$ cat config.mk
export PLATFORM = sky130hd
export DESIGN_NAME = adc_frame_reader
export DESIGN_NICKNAME = d
export VERILOG_FILES = /design/src/rtl/adc_rd_pkg.sv /design/src/rtl/adc_rd_tick.sv /design/src/rtl/adc_rd_seq.sv /design/src/rtl/adc_rd_capture.sv /design/src/rtl/adc_frame_reader.sv
export SDC_FILE = /design/constraint.sdc
export NUM_CORES = 1
export LEC_CHECK = 0
export BUFFER_PORTS_ARGS = -buffer_cell sky130_fd_sc_hd__buf_2
export CORE_ASPECT_RATIO = 2
export CORE_MARGIN = 1
export CORE_UTILIZATION = 51
export CTS_BUF_LIST = sky130_fd_sc_hd__clkbuf_4 sky130_fd_sc_hd__clkbuf_8
export DETAILED_ROUTE_END_ITERATION = 8
export PLACE_DENSITY_LB_ADDON = 0.12
export SLEW_MARGIN = 30
export SYNTH_ARGS = -nofsm -noshare
export SYNTH_HDL_FRONTEND = slang
export SYNTH_HIERARCHICAL = 1
export SYNTH_SLANG_ARGS = --single-unit
$ cat constraint.sdc
create_clock -name clk -period 6.1 [get_ports clk]
set_input_delay 1.22 -clock clk [delete_from_list [all_inputs] [get_ports clk]]
set_output_delay 1.22 -clock clk [all_outputs]
set_load 0.005 [all_outputs]
$ cat src/rtl/adc_rd_pkg.sv
package adc_rd_pkg;

   typedef enum logic [2:0] {
      ST_IDLE  = 3'd0,
      ST_SETUP = 3'd1,
      ST_LEAD  = 3'd2,
      ST_SHIFT = 3'd3,
      ST_GAP   = 3'd4
   } rd_state_e;

endpackage

$ cat src/rtl/adc_rd_tick.sv
// Half-period timer: pulses tick_o every div_i cycles while not cleared.
module adc_rd_tick #(
   parameter int DIV_W = 12
) (
   input  logic             clk,
   input  logic             rst_n,
   input  logic             clr_i,
   input  logic [DIV_W-1:0] div_i,
   output logic             tick_o
);

   logic [DIV_W-1:0] cnt_q;

   assign tick_o = !clr_i && (cnt_q == div_i - 1'b1);

   always_ff @(posedge clk) begin
      if (!rst_n) begin
         cnt_q <= '0;
      end else if (clr_i || tick_o) begin
         cnt_q <= '0;
      end else begin
         cnt_q <= cnt_q + 1'b1;
      end
   end

endmodule

$ cat src/rtl/adc_rd_seq.sv
// Frame sequencer: setup, chip-select, clock toggles, hold-off.
module adc_rd_seq
   import adc_rd_pkg::*;
#(
   parameter int DIV_W     = 12,
   parameter int GAP_W     = 8,
   parameter int MIN_CLKS  = 12,
   parameter int FULL_CLKS = 16,
   parameter int IDX_W     = 4
) (
   input  logic             clk,
   input  logic             rst_n,
   input  logic             start_i,
   input  logic             minimal_i,
   input  logic             cpol_i,
   input  logic             sel_i,
   input  logic [DIV_W-1:0] div_i,
   input  logic [GAP_W-1:0] gap_i,
   input  logic             tick_i,
   output logic             tick_clr_o,
   output logic [DIV_W-1:0] div_o,
   output logic             cs_n_o,
   output logic             sclk_o,
   output logic             sel_o,
   output logic             busy_o,
   output logic             frame_start_o,
   output logic             sample_o,
   output logic [IDX_W-1:0] sample_idx_o,
   output logic             frame_end_o
);

   localparam int TOG_W = $clog2(2 * FULL_CLKS + 1);
   localparam logic [TOG_W-1:0] MIN_TOG  = TOG_W'(2 * MIN_CLKS);
   localparam logic [TOG_W-1:0] FULL_TOG = TOG_W'(2 * FULL_CLKS);

   rd_state_e        state_q;
   logic [TOG_W-1:0] tog_q;
   logic             mode_q;
   logic [DIV_W-1:0] div_q;
   logic [GAP_W-1:0] gap_q;
   logic [GAP_W-1:0] gcnt_q;
   logic             cs_n_q;
   logic             sclk_q;
   logic             sel_q;

   logic [TOG_W-1:0] last_tog;
   logic             edge_due;
   logic             accept;
   logic [GAP_W:0]   gnext;

   assign last_tog = mode_q ? MIN_TOG : FULL_TOG;
   assign accept   = (state_q == ST_IDLE) && start_i;
   assign edge_due = tick_i && ((state_q == ST_LEAD) ||
                     ((state_q == ST_SHIFT) && (tog_q != last_tog)));
   assign gnext    = {1'b0, gcnt_q} + 1'b1;

   assign frame_end_o   = tick_i && (state_q == ST_SHIFT) && (tog_q == last_tog);
   assign sample_o      = edge_due && !sclk_q;
   assign sample_idx_o  = tog_q[IDX_W:1];
   assign frame_start_o = accept;
   assign tick_clr_o    = (state_q == ST_IDLE) || (state_q == ST_GAP);
   assign busy_o        = (state_q != ST_IDLE);
   assign div_o         = div_q;
   assign cs_n_o        = cs_n_q;
   assign sclk_o        = sclk_q;
   assign sel_o         = sel_q;

   always_ff @(posedge clk) begin
      if (!rst_n) begin
         state_q <= ST_IDLE;
         tog_q   <= '0;
         mode_q  <= 1'b0;
         div_q   <= DIV_W'(1);
         gap_q   <= '0;
         gcnt_q  <= '0;
         cs_n_q  <= 1'b1;
         sclk_q  <= 1'b0;
         sel_q   <= 1'b0;
      end else begin
         case (state_q)
            ST_IDLE: begin
               sclk_q <= cpol_i;
               if (start_i) begin
                  state_q <= ST_SETUP;
                  mode_q  <= minimal_i;
                  sel_q   <= sel_i;
                  div_q   <= (div_i == '0) ? DIV_W'(1) : div_i;
                  gap_q   <= gap_i;
                  tog_q   <= '0;
               end
            end
            ST_SETUP: begin
               if (tick_i) begin
                  state_q <= ST_LEAD;
                  cs_n_q  <= 1'b0;
               end
            end
            ST_LEAD: begin
               if (edge_due) begin
                  sclk_q  <= ~sclk_q;
                  tog_q   <= tog_q + 1'b1;
                  state_q <= ST_SHIFT;
               end
            end
            ST_SHIFT: begin
               if (frame_end_o) begin
                  cs_n_q  <= 1'b1;
                  gcnt_q  <= '0;
                  state_q <= ST_GAP;
               end else if (edge_due) begin
                  sclk_q <= ~sclk_q;
                  tog_q  <= tog_q + 1'b1;
               end
            end
            ST_GAP: begin
               if (gnext >= {1'b0, gap_q}) begin
                  state_q <= ST_IDLE;
               end else begin
                  gcnt_q <= gcnt_q + 1'b1;
               end
            end
            default: state_q <= ST_IDLE;
         endcase
      end
   end

endmodule

$ cat src/rtl/adc_rd_capture.sv
// Bit capture: padding check and result assembly, published at frame end.
module adc_rd_capture #(
   parameter int LEAD_W   = 4,
   parameter int RESULT_W = 8,
   parameter int IDX_W    = 4
) (
   input  logic                clk,
   input  logic                rst_n,
   input  logic                clear_i,
   input  logic                sample_i,
   input  logic [IDX_W-1:0]    idx_i,
   input  logic                miso_i,
   input  logic                end_i,
   output logic [RESULT_W-1:0] result_o,
   output logic                err_o,
   output logic                valid_o
);

   localparam logic [IDX_W-1:0] LEAD_IDX = IDX_W'(LEAD_W);

   logic [RESULT_W-1:0] data_q;
   logic                pad_err_q;

   for (genvar i = 0; i < RESULT_W; i++) begin : g_bit
      localparam logic [IDX_W-1:0] POS = IDX_W'(LEAD_W + RESULT_W - 1 - i);
      always_ff @(posedge clk) begin
         if (!rst_n) begin
            data_q[i] <= 1'b0;
         end else if (sample_i && (idx_i == POS)) begin
            data_q[i] <= miso_i;
         end
      end
   end

   always_ff @(posedge clk) begin
      if (!rst_n) begin
         pad_err_q <= 1'b0;
      end else if (clear_i) begin
         pad_err_q <= 1'b0;
      end else if (sample_i && (idx_i < LEAD_IDX) && miso_i) begin
         pad_err_q <= 1'b1;
      end
   end

   always_ff @(posedge clk) begin
      if (!rst_n) begin
         result_o <= '0;
         err_o    <= 1'b0;
         valid_o  <= 1'b0;
      end else begin
         valid_o <= end_i;
         if (end_i) begin
            result_o <= data_q;
            err_o    <= pad_err_q;
         end
      end
   end

endmodule

$ cat src/rtl/adc_frame_reader.sv
module adc_frame_reader #(
   parameter int DIV_W    = 12,
   parameter int GAP_W    = 8,
   parameter int LEAD_W   = 4,
   parameter int RESULT_W = 8,
   parameter int BYTE_W   = 8
) (
   input  logic                clk,
   input  logic                rst_n,
   input  logic                start_i,
   input  logic                minimal_i,
   input  logic                cpol_i,
   input  logic                sel_i,
   input  logic [DIV_W-1:0]    div_i,
   input  logic [GAP_W-1:0]    gap_i,
   input  logic                adc_miso_i,
   output logic                adc_cs_n_o,
   output logic                adc_sclk_o,
   output logic                adc_sel_o,
   output logic                busy_o,
   output logic                done_o,
   output logic [RESULT_W-1:0] result_o,
   output logic                err_o
);

   localparam int MIN_CLKS  = LEAD_W + RESULT_W;
   localparam int FULL_CLKS = 2 * BYTE_W;
   localparam int IDX_W     = $clog2(FULL_CLKS);

   if (LEAD_W < 1 || RESULT_W < 1) begin : g_bad_widths
      $error("adc_frame_reader: LEAD_W and RESULT_W must be at least 1");
   end
   if (FULL_CLKS < MIN_CLKS) begin : g_bad_frame
      $error("adc_frame_reader: byte frame shorter than padding plus result");
   end
   if (DIV_W < 1 || GAP_W < 1) begin : g_bad_timer
      $error("adc_frame_reader: timer widths must be at least 1");
   end

   logic             tick;
   logic             tick_clr;
   logic [DIV_W-1:0] div_lat;
   logic             frame_start;
   logic             sample;
   logic [IDX_W-1:0] sample_idx;
   logic             frame_end;

   adc_rd_tick #(.DIV_W(DIV_W)) u_tick (
      .clk    (clk),
      .rst_n  (rst_n),
      .clr_i  (tick_clr),
      .div_i  (div_lat),
      .tick_o (tick)
   );

   adc_rd_seq #(
      .DIV_W     (DIV_W),
      .GAP_W     (GAP_W),
      .MIN_CLKS  (MIN_CLKS),
      .FULL_CLKS (FULL_CLKS),
      .IDX_W     (IDX_W)
   ) u_seq (
      .clk           (clk),
      .rst_n         (rst_n),
      .start_i       (start_i),
      .minimal_i     (minimal_i),
      .cpol_i        (cpol_i),
      .sel_i         (sel_i),
      .div_i         (div_i),
      .gap_i         (gap_i),
      .tick_i        (tick),
      .tick_clr_o    (tick_clr),
      .div_o         (div_lat),
      .cs_n_o        (adc_cs_n_o),
      .sclk_o        (adc_sclk_o),
      .sel_o         (adc_sel_o),
      .busy_o        (busy_o),
      .frame_start_o (frame_start),
      .sample_o      (sample),
      .sample_idx_o  (sample_idx),
      .frame_end_o   (frame_end)
   );

   adc_rd_capture #(
      .LEAD_W   (LEAD_W),
      .RESULT_W (RESULT_W),
      .IDX_W    (IDX_W)
   ) u_cap (
      .clk      (clk),
      .rst_n    (rst_n),
      .clear_i  (frame_start),
      .sample_i (sample),
      .idx_i    (sample_idx),
      .miso_i   (adc_miso_i),
      .end_i    (frame_end),
      .result_o (result_o),
      .err_o    (err_o),
      .valid_o  (done_o)
   );

endmodule

# After elaboration in Yosys (flattened, before gate mapping)

Cells that the tools add are included.

Equal/unequal tests: 22
$lt $le $gt $ge: 2
Bitwise operators: 2
Add/subtract/negate cells: 5
Mux-type cells: 21
Reduce and logical (&&, ||, !) cells: 36

Operators by type and width:

| kind                    | number |
|---|---|
| $mux W6                 | 4 |
| $pmux W6 S3             | 1 |
| $logic_and A1 B1 Y1     | 17 |
| $eq A4 B3 Y1 const B    | 4 |
| $eq A4 B4 Y1 const B    | 4 |
| $mux W8                 | 2 |
| $pmux W8 S2             | 1 |
| $mux W3                 | 5 |
| $pmux W3 S5             | 1 |
| $add A12 B1 Y12 const B | 1 |
| $eq A12 B12 Y1          | 1 |
| $logic_not A12 Y1       | 1 |
| $mux W12                | 1 |
| $sub A12 B1 Y12 const B | 1 |
| $add A8 B1 Y9 const B   | 1 |
| $ge A9 B8 Y1            | 1 |
| $reduce_and A3 Y1       | 3 |
| $add A8 B1 Y8 const B   | 1 |
| $ne A2 B2 Y1 const B    | 4 |
| $add A6 B1 Y6 const B   | 1 |
| $eq A3 B2 Y1 const B    | 2 |
| $eq A6 B6 Y1            | 1 |
| $ne A2 B1 Y1 const B    | 3 |
| $ne A6 B6 Y1            | 1 |
| other kinds (15)        | 26 |

Word-level logic and storage cells: 110
Register bits after elaboration: 72

# Logic depth before layout (Yosys ltp)

Gate-level depths: netlist of run 1.

Word-level depth: 8
Depth in mapped cells: 13
Gate-level depth less buffers: 13

# Modules after synthesis

The synthesis of run 1 kept the hierarchy.

By module, submodules not included:

| module         | cells an instance | area an instance (um2) | times used | seq. area each (um2) |
|---|---|---|---|---|
| adc_rd_seq     | 262               | 2,208.4                | 1          | 820.8 |
| adc_rd_tick    | 124               | 1,011.0                | 1          | 240.2 |
| adc_rd_capture | 66                | 774.5                  | 1          | 380.4 |

# Least setup slack after synthesis of run 1

No wires, ideal clock.

Path kind: flip-flop to flip-flop
From: register u_seq.div_q[0] (netlist: u_seq/div_o[0])
To: register u_cap.data_q[3]
Slack: 2.062 ns
Data required time: 5.969 ns
Stages on the path, launching flop included: 13
Arrival time: 3.907 ns
Library setup time: 0.131 ns
Path through: dfxtp_1 > inv_1 > ha_1 > nor3b_1 > a22oi_1 > or4_4 > a2111oi_4 > nor2b_1 > nand2_1 > nor4b_1 > nand3b_4 > o311ai_2 > o41ai_2

Word-level cells in the longest chain between the ends: 6

RTL lines:

| what                          | line                   | text |
|---|---|---|
| start, declared               | adc_rd_seq.sv:39       | `logic [DIV_W-1:0] div_q;` |
| start signal, assigned        | adc_rd_seq.sv:87       | `div_q <= (div_i == '0) ? DIV_W'(1) : div_i;` |
| $sub A12 B1 Y12               | adc_rd_tick.sv:14      | `assign tick_o = !clr_i && (cnt_q == div_i - 1'b1);` |
| $eq A12 B12 Y1                | adc_rd_tick.sv:14      |  |
| $logic_and A1 B1 Y1           | adc_rd_tick.sv:14      |  |
| named net tick                | adc_frame_reader.sv:40 | `logic tick;` |
| $logic_and A1 B1 Y1           | adc_rd_seq.sv:53       | `assign edge_due = tick_i && ((state_q == ST_LEAD) \|\|` |
| $logic_and A1 B1 Y1           | adc_rd_seq.sv:58       | `assign sample_o = edge_due && !sclk_q;` |
| named net sample              | adc_frame_reader.sv:44 | `logic sample;` |
| $logic_and A1 B1 Y1           | adc_rd_capture.sv:29   | `end else if (sample_i && (idx_i == POS)) begin` |
| end signal, assigned by index | adc_rd_capture.sv:30   | `data_q[i] <= miso_i;` |
| end, declared                 | adc_rd_capture.sv:21   | `logic [RESULT_W-1:0] data_q;` |

The timed path passes the listed nets, and every way through them passes these cells.
A chain may end at the register's enable or synchronous reset.

# Worst setup path after layout of run 1

Same ends and word-level chain as after synthesis.

==> results.yml, run 1 <==
status:
  status: "complete, no violations"
power_and_ir_drop:
  power.total_w: 0.00140
  p_leak_nw: 1.73
  peakVddDrop_mv: 0.220
  power.density_nw_per_um2: 316
critical_path:
  r2r_slack_ns: 1.62
  startpoint_type: "register"
  crit_required_ns: 6.33
  cp.arrival_ns: 4.71
  cp-end-kind: "register"
  crit_type: "register to register"
  path_max_fanout: 13
yosys:
  syn_area_um2: 3990
  synth_ff_type: "dfxtp_1"
  synth_cells: 452
  ys_types: 68
  synth_warnings: 6
  async_flop_share: 0
  yosys-top-cells-area: "dfxtp_1 36%, nand2_1 8.0%, xnor2_1 5.7%, mux2i_1 4.8%, ha_1 4.1%"
  synth_top_area_share: 0.361
  ys_seq_area_frac: 0.361
  ys_seq_elements: 72
  syn_area_per_cell_um2: 8.84
  synth_edf_count: 0
  yosys.area.top_type: "dfxtp_1"
  syn-num-nets: 492
routing:
  detail-route-antenna-nets: 0
  drc_errors: 0
  top_layer_used: "met4"
  firstDrtPassIters: 4
  dr_wl_met3_um: 252
  wl_met2_um: 4890
  drtIter0Drc: 154
  wl_per_cell_um: 14.9
  routed_wl_um: 8680
  num_vias: 3228
  vias_per_cell: 5.56
  met1Wirelength_um: 3380
cts:
  ctsResizeCount: 0
  clk_pin_slew_ns: 0.08
  postCtsSetupBuffers: 0
  cts.path.max_buffers: 2
  cts_hold_buf: 0
  cts_max_level: 3
  cts_sinks: 72
  root_buffer: "clkbuf_8"
  clock_latency_ns: 0.36
  cts-buffers-inserted: 9
  cts_tree: "yes"
final_layout:
  drive_above_1_share: 0.181
  layout.nets: 522
  synthToLayoutAreaGrowth_pct: 10.5
  final_cell_mix: "85 x nand2_1, 72 x dfxtp_1, 39 x buf_2, 26 x xnor2_1, 21 x a21boi_0"
  utilization: 0.581
  layout.cells.most_common: "nand2_1"
  fill_cells: 725
  diodes: 0
global_route:
  grt_pass1_wl_um: 14100
  grt-ovfl-total: 0
  grt.total_usage: 0.225
  antenna_found_initial: 0
  grt_max_degree: 63
  grt_pass1_vias: 3139
floorplanning:
  fp.dieW_um: 64.6
  ios: 41
  coreArea_um2: 7600
  dieArea_um2: 8210
  row_count: 45
  die_h_um: 127
  start_util: 0.525
sta:
  setup_viol_count_final: 0
  min_period_over_period: 0.735
  fmaxAchievable_mhz: 223
  final.setup_skew_ns: 0.0107
  max_slew_margin: 0.425
  min_period_ns: 4.48
  hold_violations: 0
  rsz0062_at_grt: "no"
  fin_ws_ns: 1.62
  tightest_slew_ns: 0.860
  drv_slew: 0
  tns_ns: 0
flow_run:
  drv_cap: 0
worst_hold_path:
  worstHoldPathType: "register to register"
placed_design:
  pre_cts_ws_ns: 1.74
  port_buffers: 40
  gp_congestion: 0.806
  dp_hpwl_um: 6320
## state kept, by name (all words and copies together), names as in the netlist
| register | count |
|---|---|
| u_seq/state_q | 3 |
| u_cap/valid_o | 1 |
| u_cap/result_o | 8 |
| u_seq/tog_q | 6 |
| u_seq/mode_q | 1 |
| u_cap/data_q | 8 |
| u_seq/gap_q | 8 |
| u_seq/cs_n_o | 1 |
| u_seq/gcnt_q | 8 |
| u_cap/pad_err_q | 1 |
| u_tick/cnt_q | 12 |
| u_seq/sclk_o | 1 |
| u_seq/sel_o | 1 |
| u_seq/div_o | 12 |
| u_cap/err_o | 1 |
## cell usage after synthesis (9+ instances only)
cell type / n
mux2i_1: 19
nor2b_1: 12
o21ai_0: 9
dfxtp_1: 72
nand3_1: 12
clkbuf_1: 9
nand2_1: 85
a21boi_0: 21
ha_1: 13
nor2_1: 11
xnor2_1: 26
inv_1: 20
nor2_2: 10
## logic make-up (layout without fill, tap and decap cells)
kind of cell    Yosys count  count (layout)  share of synthesized area
simple gates            191             191                      0.261
compound gates           79              79                      0.162
flops                    72              72                      0.361
buf+inv                  44              79                     0.0536
xor+xnor                 34              34                     0.0746
mux                      19              19                     0.0476
fa+ha+maj                13              13                     0.0407
## routing by layer
metal  vias to the layer above  track usage
met2                        55        0.433
met5                         -            0
met4                         0       0.0993
met3                        13       0.0518
li1                       1637            -
met1                      1523        0.220
## final cells by class
class,count,area [um2],area share
well taps,94,118,0.0266
inverters,21,78.8,0.0179
flip-flops and latches,72,1440,0.327
clock buffers,10,138,0.0312
clock inverters,6,82.6,0.0187
repair buffers,42,218,0.0493
multi-input cells,336,2340,0.530
## metrics by stage
step           hold slack [ns]  instances  cell area [um2]
2_1_floorplan            0.443        452             3990
4_1_cts                  0.474        581             4410
6_report                 0.467        581             4410
3_5_place_dp             0.463        565             4190
5_1_grt                  0.495        581             4410
3_3_place_gp             0.453        565             4190
## path summary, 6_finish.rpt
kind | end | start | cells past startpoint
max | u_cap/data_q[3]$_SDFFE_PN0P_ | u_seq/div_o[0]$_SDFFE_PN1P_ | 14
min | u_seq/gap_q[2]$_SDFFE_PN0P_ | u_seq/gap_q[2]$_SDFFE_PN0P_ | 2
min reg2reg | u_seq/gap_q[2]$_SDFFE_PN0P_ | u_seq/gap_q[2]$_SDFFE_PN0P_ | 2
max reg2reg | u_cap/data_q[3]$_SDFFE_PN0P_ | u_seq/div_o[0]$_SDFFE_PN1P_ | 14
## worst max-delay path: stages (launching register included)
cell	delay, ns
dfxtp_1	0.36
inv_1	0.08
ha_1	0.20
nor3b_1	0.73
a22oi_1	0.19
or4_4	0.47
a2111oi_4	0.28
buf_4	0.28
nor2b_1	0.41
nand2_1	0.15
nor4b_1	0.45
buf_4	0.23
nand3b_4	0.13
o311ai_2	0.27
o41ai_2	0.12
## power by group
| part | internal [W] | switching (W) |
|---|---|---|
| Sequential | 0.000513 | 0.0000609 |
| Combinational | 0.000157 | 0.000241 |
| Clock | 0.000239 | 0.000185 |
Note: power is estimated with default switching activity, not from simulation.
==> inputs of run 2 (changes only) <==
Clock period 6.1 ns to 3.7 ns, I/O delays scaled along.
==> run 2 against run 1 <==
Effect of this change: maximum frequency increased by 28%; clock-buffer cell count unchanged; flip-flop and latch count unchanged; hold slack improved by 0.0023 ns; clock skew decreased by 0.0014 ns; highest routed layer unchanged; cell area increased by 0.48%; sequential power increased by 65%; critical path type unchanged; die area unchanged.
==> results.yml, run 2 (same netlist as run 1, synthesis figures left out) <==
power_and_ir_drop:
  switching_share: 0.373
  p_leak_nw: 1.71
  p_int_w: 0.00138
  power_switching_w: 0.000823
  seqPwrFrac: 0.430
  p_clk_frac: 0.260
  comb_power_share: 0.311
  power.density_nw_per_um2: 498
  peakVddDrop_mv: 0.472
critical_path:
  startpoint: "u_seq/div_o[0]$_SDFFE_PN1P_"
  startpoint_type: "register"
  cp_top_family: "simple AND/OR/NAND/NOR gates"
  worst-path-buf-inv: 0
  r2r_start: "u_seq/div_o[0]$_SDFFE_PN1P_"
  cpMaxStageDelayCell: "or4_4"
  worstPathCellList: "or4_4 -> nor2_4 -> xnor2_1 -> or4_4 -> a2111oi_4 -> nor2b_2 -> nand2_1 -> a211oi_4 -> nand3_2 -> or4_1 -> nand2_1"
  path_max_fanout: 6
  cpPeakStageDelay_ns: 0.62
  cp.arrival_ns: 3.79
  cp-end-kind: "register"
  crit_type: "register to register"
  crit_required_ns: 3.99
sta:
  min_period_over_period: 0.945
  tns_ns: 0
  hold_violations: 0
  setup_viol_count_final: 0
  min_period_ns: 3.50
  tightest_slew_ns: 0.778
  drv_slew: 0
  fmaxAchievable_mhz: 286
  max_slew_margin: 0.468
  rsz0062_at_grt: "no"
  final.setup_skew_ns: 0.00938
routing:
  firstDrtPassIters: 4
  wl_per_cell_um: 14.6
  drc_errors: 0
  detail-route-antenna-nets: 0
  routed_wl_um: 8560
  num_vias: 3247
  drtIter0Drc: 181
  vias_per_cell: 5.55
worst_hold_path:
  worstHoldPathType: "register to register"
  min_from: "u_seq/gap_q[7]$_SDFFE_PN0P_"
cts:
  cts_max_level: 3
  ctsResizeCount: 0
  cts_tree: "yes"
  cts_sinks: 72
  postCtsSetupBuffers: 0
  cts_hold_buf: 0
  cts-buffers-inserted: 9
  root_buffer: "clkbuf_8"
  clock_latency_ns: 0.35
  cts.path.max_buffers: 2
  clk_pin_slew_ns: 0.08
floorplanning:
  fp.dieW_um: 64.6
  ios: 41
  die_h_um: 127
  dieArea_um2: 8210
  start_util: 0.525
  coreArea_um2: 7600
  row_count: 45
global_route:
  grt_pass1_wl_um: 14300
  antenna_found_initial: 0
  grt_max_degree: 33
  grt-ovfl-total: 0
  grt_pass1_vias: 3225
  grt.total_usage: 0.226
final_layout:
  layout.cells.most_common: "nand2_1"
  synthToLayoutAreaGrowth_pct: 11.1
  diodes: 0
  drive_above_1_share: 0.196
  finalInstanceArea_um2: 4440
  final_cell_mix: "85 x nand2_1, 72 x dfxtp_1, 40 x buf_2, 26 x xnor2_1, 21 x a21boi_0"
  instances_no_fill: 585
  fill_cells: 738
  layout.nets: 526
placed_design:
  port_buffers: 40
  place_inst: 569
  gp_congestion: 0.798
  dp_hpwl_um: 6400
  place_area_um2: 4230
status:
  status: "complete, no violations"
flow_run:
  drv_cap: 0
run 2: worst reg2reg max path, stage by stage (launching register included):
cell	delay (ns)
dfxtp_1	0.37
or4_4	0.62
nor2_4	0.11
xnor2_1	0.06
or4_4	0.53
a2111oi_4	0.29
nor2b_2	0.25
nand2_1	0.14
a211oi_4	0.38
nand3_2	0.14
or4_1	0.49
nand2_1	0.08
run 2: path summary, 6_finish.rpt:
path         depth (start not counted)  slack, ns                           to
min                                  2       0.47  u_seq/gap_q[7]$_SDFFE_PN0P_
max                                 11       0.20  u_seq/tog_q[4]$_SDFFE_PN0P_
min reg2reg                          2       0.47  u_seq/gap_q[7]$_SDFFE_PN0P_
max reg2reg                         11       0.20  u_seq/tog_q[4]$_SDFFE_PN0P_
run 2: area by class of cell:
cell class,count,area (um2),share of cell area
inverter,21,82.6,0.0186
multi-input combinational,336,2370,0.533
clock buffer,10,138,0.0310
tap,94,118,0.0265
sequential,72,1440,0.325
clock inverter,6,45.0,0.0102
timing repair buffer,46,245,0.0553
run 2: stage by stage:
step | util | total power (W) | hold WS (ns) | setup slack [ns]
3_5_place_dp | 0.557 | 0.00164 | 0.458 | 0.134
4_1_cts | 0.581 | 0.00222 | 0.469 | 0.103
3_3_place_gp | 0.557 | 0.00163 | 0.455 | 0.198
5_1_grt | 0.584 | 0.00236 | 0.487 | 0.0531
6_report | 0.584 | 0.00221 | 0.469 | 0.202
2_1_floorplan | - | 0.00148 | 0.443 | 0.0217
run 2: metal layers:
layer | routed length, um | part of all wire | track usage | up-vias
met4 | 246 | 0.029 | 0.114 | 0
met3 | 200 | 0.023 | 0.0527 | 16
li1 | - | - | - | 1653
met5 | 0 | 0 | 0 | -
met2 | 4670 | 0.55 | 0.417 | 52
met1 | 3440 | 0.40 | 0.228 | 1526
run 2: power by group through the flow:
stage	registers, W	clock network, W	logic [W]
after detailed placement	0.000964	0	0.000680
after global placement	0.000960	0	0.000670
after floorplan	0.000916	0	0.000568
after CTS	0.000946	0.000595	0.000682
after global routing	0.000962	0.000633	0.000761
final	0.000948	0.000573	0.000686
